**config.mk**
```make
export PLATFORM = sky130hd
export DESIGN_NAME = pwm_cmp_timer
export DESIGN_NICKNAME = d
export VERILOG_FILES = /design/src/rtl/pwm_cmp_timer.sv
export SDC_FILE = /design/constraint.sdc
export NUM_CORES = 1
export LEC_CHECK = 0
export BUFFER_PORTS_ARGS = -buffer_cell sky130_fd_sc_hd__buf_2
export CAP_MARGIN = 10
export CORE_MARGIN = 10
export CORE_UTILIZATION = 45
export DETAILED_ROUTE_END_ITERATION = 16
export HOLD_SLACK_MARGIN = 0.06
export PLACE_DENSITY = 0.68
export SLEW_MARGIN = 15
export SYNTH_ARGS = -nofsm -noshare
export SYNTH_HDL_FRONTEND = slang
export SYNTH_SLANG_ARGS = --single-unit
```
**constraint.sdc**
```tcl
create_clock -name clk -period 4.74 [get_ports clk]
set_input_delay 0.948 -clock clk [delete_from_list [all_inputs] [get_ports clk]]
set_output_delay 0.948 -clock clk [all_outputs]
set_load 0.03 [all_outputs]
```
**src/rtl/pwm_cmp_timer.sv**
```systemverilog
module pwm_cmp_timer #(
  parameter int CNT_W      = 16,
  parameter int SEL_W      = 3,
  parameter int RELOAD_VAL = 'hFFFC
) (
  input  logic             clk,
  input  logic             rst_n,
  input  logic             tick_i,
  input  logic             wr_en_i,
  input  logic [1:0]       wr_addr_i,
  input  logic [CNT_W-1:0] wr_data_i,
  input  logic             flag_clr_i,
  output logic             pwm_o,
  output logic             flag_o
);

  localparam int PSC_W = (1 << SEL_W) - 1;
  localparam logic [CNT_W-1:0] RELOAD = CNT_W'(RELOAD_VAL);

  logic [CNT_W-1:0] cnt, sh_pulse, sh_period, act_pulse, act_period;
  logic [PSC_W-1:0] psc, psc_mask;
  logic [SEL_W-1:0] sel;
  logic             run, lvl_pulse, lvl_period;
  logic             step, hit_pulse, hit_period, reload;
  logic             wr_pulse, wr_period, wr_ctrl;

  assign psc_mask   = PSC_W'((32'd1 << sel) - 32'd1);
  assign step       = tick_i && run && ((psc & psc_mask) == psc_mask);
  assign hit_period = (cnt == act_period);
  assign hit_pulse  = (cnt == act_pulse);
  assign reload     = step && hit_period;

  assign wr_pulse  = wr_en_i && (wr_addr_i == 2'd0);
  assign wr_period = wr_en_i && (wr_addr_i == 2'd1);
  assign wr_ctrl   = wr_en_i && (wr_addr_i == 2'd2);

  always_ff @(posedge clk or negedge rst_n) begin
    if (!rst_n) begin
      sh_pulse   <= '0;
      sh_period  <= '0;
      run        <= 1'b0;
      lvl_pulse  <= 1'b0;
      lvl_period <= 1'b1;
      sel        <= '0;
    end else begin
      if (wr_pulse)  sh_pulse  <= wr_data_i;
      if (wr_period) sh_period <= wr_data_i;
      if (wr_ctrl) begin
        run        <= wr_data_i[0];
        lvl_pulse  <= wr_data_i[1];
        lvl_period <= wr_data_i[2];
        sel        <= wr_data_i[3 +: SEL_W];
      end
    end
  end

  always_ff @(posedge clk or negedge rst_n) begin
    if (!rst_n)              psc <= '0;
    else if (!run || step)   psc <= '0;
    else if (tick_i)         psc <= psc + 1'b1;
  end

  always_ff @(posedge clk or negedge rst_n) begin
    if (!rst_n) begin
      cnt        <= RELOAD;
      act_pulse  <= '0;
      act_period <= '0;
      pwm_o      <= 1'b1;
    end else if (reload) begin
      cnt        <= RELOAD;
      act_pulse  <= sh_pulse;
      act_period <= sh_period;
      pwm_o      <= lvl_period;
    end else if (step) begin
      cnt <= cnt + 1'b1;
      if (hit_pulse) pwm_o <= lvl_pulse;
    end
  end

  always_ff @(posedge clk or negedge rst_n) begin
    if (!rst_n)          flag_o <= 1'b0;
    else if (reload)     flag_o <= 1'b1;
    else if (flag_clr_i) flag_o <= 1'b0;
  end

  AST_RELOAD_PRESET: assert property (@(posedge clk) disable iff (!rst_n)
    reload |=> cnt == RELOAD);
  AST_COUNT_STEP: assert property (@(posedge clk) disable iff (!rst_n)
    step && !hit_period |=> cnt == $past(cnt) + 16'd1);
  AST_PULSE_LEVEL: assert property (@(posedge clk) disable iff (!rst_n)
    step && hit_pulse && !hit_period |=> pwm_o == $past(lvl_pulse));
  AST_PERIOD_WINS: assert property (@(posedge clk) disable iff (!rst_n)
    reload |=> pwm_o == $past(lvl_period));
  AST_FLAG_SET: assert property (@(posedge clk) disable iff (!rst_n)
    reload |=> flag_o);
  AST_FLAG_STICKY: assert property (@(posedge clk) disable iff (!rst_n)
    flag_o && !flag_clr_i |=> flag_o);
  AST_SHADOW_HELD: assert property (@(posedge clk) disable iff (!rst_n)
    !reload |=> $stable(act_period) && $stable(act_pulse));
  AST_IDLE_HOLD: assert property (@(posedge clk) disable iff (!rst_n)
    !run |=> $stable(cnt) && $stable(pwm_o));

endmodule

```
==> results.txt <==
vias in the first global route - 2648
Gate Count Post-Synth - 340
CTS tree - yes
setup bufs post-CTS - 0
worst vdd ir - 0.225 mV
Starting Density - 46.4%
Top-Level Pins - 25
Finished Core Util - 50.8%
minimum clock period - 3.01 ns
core footprint - 9240 um2
Routed Wire Length - 7680 um
xor and xnor area share after synthesis - 10.2%
CP arrival - 3.24 ns
CTS HTree Levels - 3
PostCTS Resize Cnt - 0
pwr dens - 502 nW/um2
slowest CP cell - or4b_1
drt first pass iters - 4
Power Internal - 0.00163 W
Req. time, crit path - 4.97 ns
Clock power frac - 22.3%
maximum clock frequency - 0.332 GHz
Max-Slew Margin vs Limit - 32.6%
Synth Area in Adders - 0.584%
Hold EP - act_period[4]
final hold vios - 0
MaxCap Viol Count - 0
Avg WL per Cell - 15.6 um
CP Max Fanout - 48
clk root buf - clkbuf_8
post-synthesis mux area share - 19.1%
Clock transition at path regs - 0.08 ns
Psw - 0.000728 W
status - complete, no violations
proportion of layout cells with a drive suffix above 1 - 35.5%
Startpoint Class - input port
Final Power - 0.00236 W
Hold Startpoint - sh_period[4]
post-synthesis simple-gate area fraction - 10.1%
post-route ant nets - 0
port bufs - 24
Antenna diodes - 0
DR iter-0 viols - 130
R2R setup slack - 1.85 ns
RSZ-0062 raised after global routing - no
Final Instance Count excl. Fillers - 492
Main synth FF type - dfrtp_1
Num Clock Sinks - 95
Seq cells post-synth - 95
Hold Slack - 0.503 ns
ys async rst share - 100%
total track usage - 11.6%
worst reg2reg startpoint - psc[0]
Clk Latency, worst-skew pair - 0.36 ns
Final Cycle Share - 63.5%
critical path type - in2reg
sw frac - 30.9%
Leak - 2.16 nW
syn_nets - 365
largest family of logic cells by synthesized area - multiplexers
die width - 118 um
Top delay family on crit path - simple AND/OR/NAND/NOR gates
deepest clock path buffer count - 2
Largest stage delay, worst path - 0.84 ns
Placed Cells incl. Taps - 476
die area - 13800 um2
post-synthesis compound-gate area fraction - 1.37%
global-route wire length before repair - 13300 um
CTS Buf Count - 9
Worst setup EP type - flip-flop
synthesis warning total - 0
setup_tns - 0 ns
Critical R2R Capture - act_pulse[14]
drc violations - 0
leading area contributor after synthesis - dfrtp_1
Worst R2R Path Depth - 5
GPL Wtd Cong - 0.818
HPWL after DPL - 5300 um
top cells by area, synth - dfrtp_1 46%, mux2_2 18%, dfstp_2 9.8%
Hold Path Depth - 1
WP buf/inv - 1
top cell type's share of synthesized area - 46.1%
Via Count - 2486
final net count - 383
Logic pwr share - 24.3%
row cnt - 35
synthesis-to-finish area growth - 9.64%
Slew Limit Fails - 0
Overflow after GRT - 0
CTS Hold Bufs - 0
register share of total power - 53.4%
initial antenna violation count - 0
Clock Skews - 0.0117 ns
Worst-Margin Slew - 1.01 ns
syn avg cell area - 12.6 um2
Die Span Y - 118 um
Hold Path Class - reg2reg
Via density - 5.05
pin count of the biggest net entering global routing - 67
filler cell count - 837
Post-synth EDFFs - 0
distinct cell type count after synthesis - 30
setup violators final - 0
Seq/Total Area, Yosys - 55.9%
mapped cell area - 4290 um2
worst path cell trace - buf_2, nand3_1, or4b_1, nand3b_4, mux2_2
[worst reg2reg max path: cells and delay by family, from the launching register on]
kind	cells	cell delay, ns
simple gates	3	1.64
mux	1	0.51
flops	1	0.48
compound gates	1	0.15
[state kept, by name (all words and copies together), names as in the netlist]
signal	flops
act_period	16
act_pulse	16
cnt	16
flag_o	1
lvl_period	1
lvl_pulse	1
psc	7
pwm_o	1
run	1
sel	3
sh_period	16
sh_pulse	16
[how the worst max path moves through the flow]
stage                    end  slack [ns]  depth (start not counted)   start
6_report       act_pulse[14]        1.73                          5  tick_i
5_1_grt        act_pulse[14]        1.60                          5  tick_i
3_3_place_gp   act_pulse[10]        1.39                          5  tick_i
3_5_place_dp    act_pulse[9]        1.33                          5  tick_i
4_1_cts        act_pulse[14]        1.71                          5  tick_i
2_1_floorplan  act_pulse[10]        2.30                          7  tick_i
[synthesized netlist by cell type, types with 2 or more instances]
| master | number |
|---|---|
| a21oi_1 | 2 |
| xnor2_1 | 29 |
| nand4_1 | 11 |
| clkbuf_1 | 14 |
| nand3_1 | 6 |
| mux2i_1 | 2 |
| mux2_4 | 3 |
| nand2b_1 | 2 |
| ha_1 | 2 |
| mux2_2 | 67 |
| nor2_1 | 17 |
| xor2_1 | 21 |
| inv_1 | 6 |
| dfstp_2 | 16 |
| nor4_1 | 7 |
| dfrtp_1 | 79 |
| buf_6 | 2 |
| nand2_1 | 26 |
| buf_2 | 3 |
| nor3_1 | 9 |
| nand3b_1 | 3 |
| o21ai_0 | 5 |
[cell usage in the layout (no fill, tap or decap), types with 5 or more instances in the layout]
cell type / n
nand3_1: 6
nand2_1: 26
buf_2: 23
nor4_1: 7
nor3_1: 9
xnor2_1: 29
xor2_1: 21
dfrtp_1: 79
clkbuf_8: 10
mux2_2: 67
nor2_1: 17
inv_1: 6
dfstp_2: 16
nand4_1: 11
o21ai_0: 5
[power groups by stage]
stage	Combinational, W	Sequential, W	Clock [W]
final	0.000574	0.00126	0.000525
after detailed placement	0.000579	0.00128	0
after CTS	0.000584	0.00126	0.000544
after floorplan	0.000505	0.00118	0
after global routing	0.000640	0.00130	0.000580
after global placement	0.000563	0.00127	0
[metal layers]
| metal | GRT usage, % | wire length, um |
|---|---|---|
| met5 | 0 | 0 |
| met4 | 6.11 | 208 |
| met3 | 1.92 | 139 |
| met2 | 18.8 | 3890 |
| met1 | 14.6 | 3450 |
[kinds of logic after synthesis]
kind of cell / count (synthesis)
flops: 95
simple gates: 86
mux: 72
xor+xnor: 50
buf+inv: 25
compound gates: 10
fa+ha+maj: 2
[area by class of cell]
cell class | instances | area (um2) | area share [%]
clock inverter | 5 | 57.6 | 1.23
tap | 129 | 161 | 3.44
sequential | 95 | 2400 | 51.0
inverter | 6 | 22.5 | 0.479
clock buffer | 11 | 141 | 3.01
multi-input combinational | 220 | 1780 | 37.9
timing repair buffer | 26 | 138 | 2.93
[through the flow]
stage / worst slack (ns) / cell area [um2]
2_1_floorplan: 2.30 / 4290
3_3_place_gp: 1.39 / 4500
3_5_place_dp: 1.33 / 4500
4_1_cts: 1.71 / 4700
5_1_grt: 1.60 / 4700
6_report: 1.73 / 4700
Note: power is estimated with default switching activity, not from simulation.
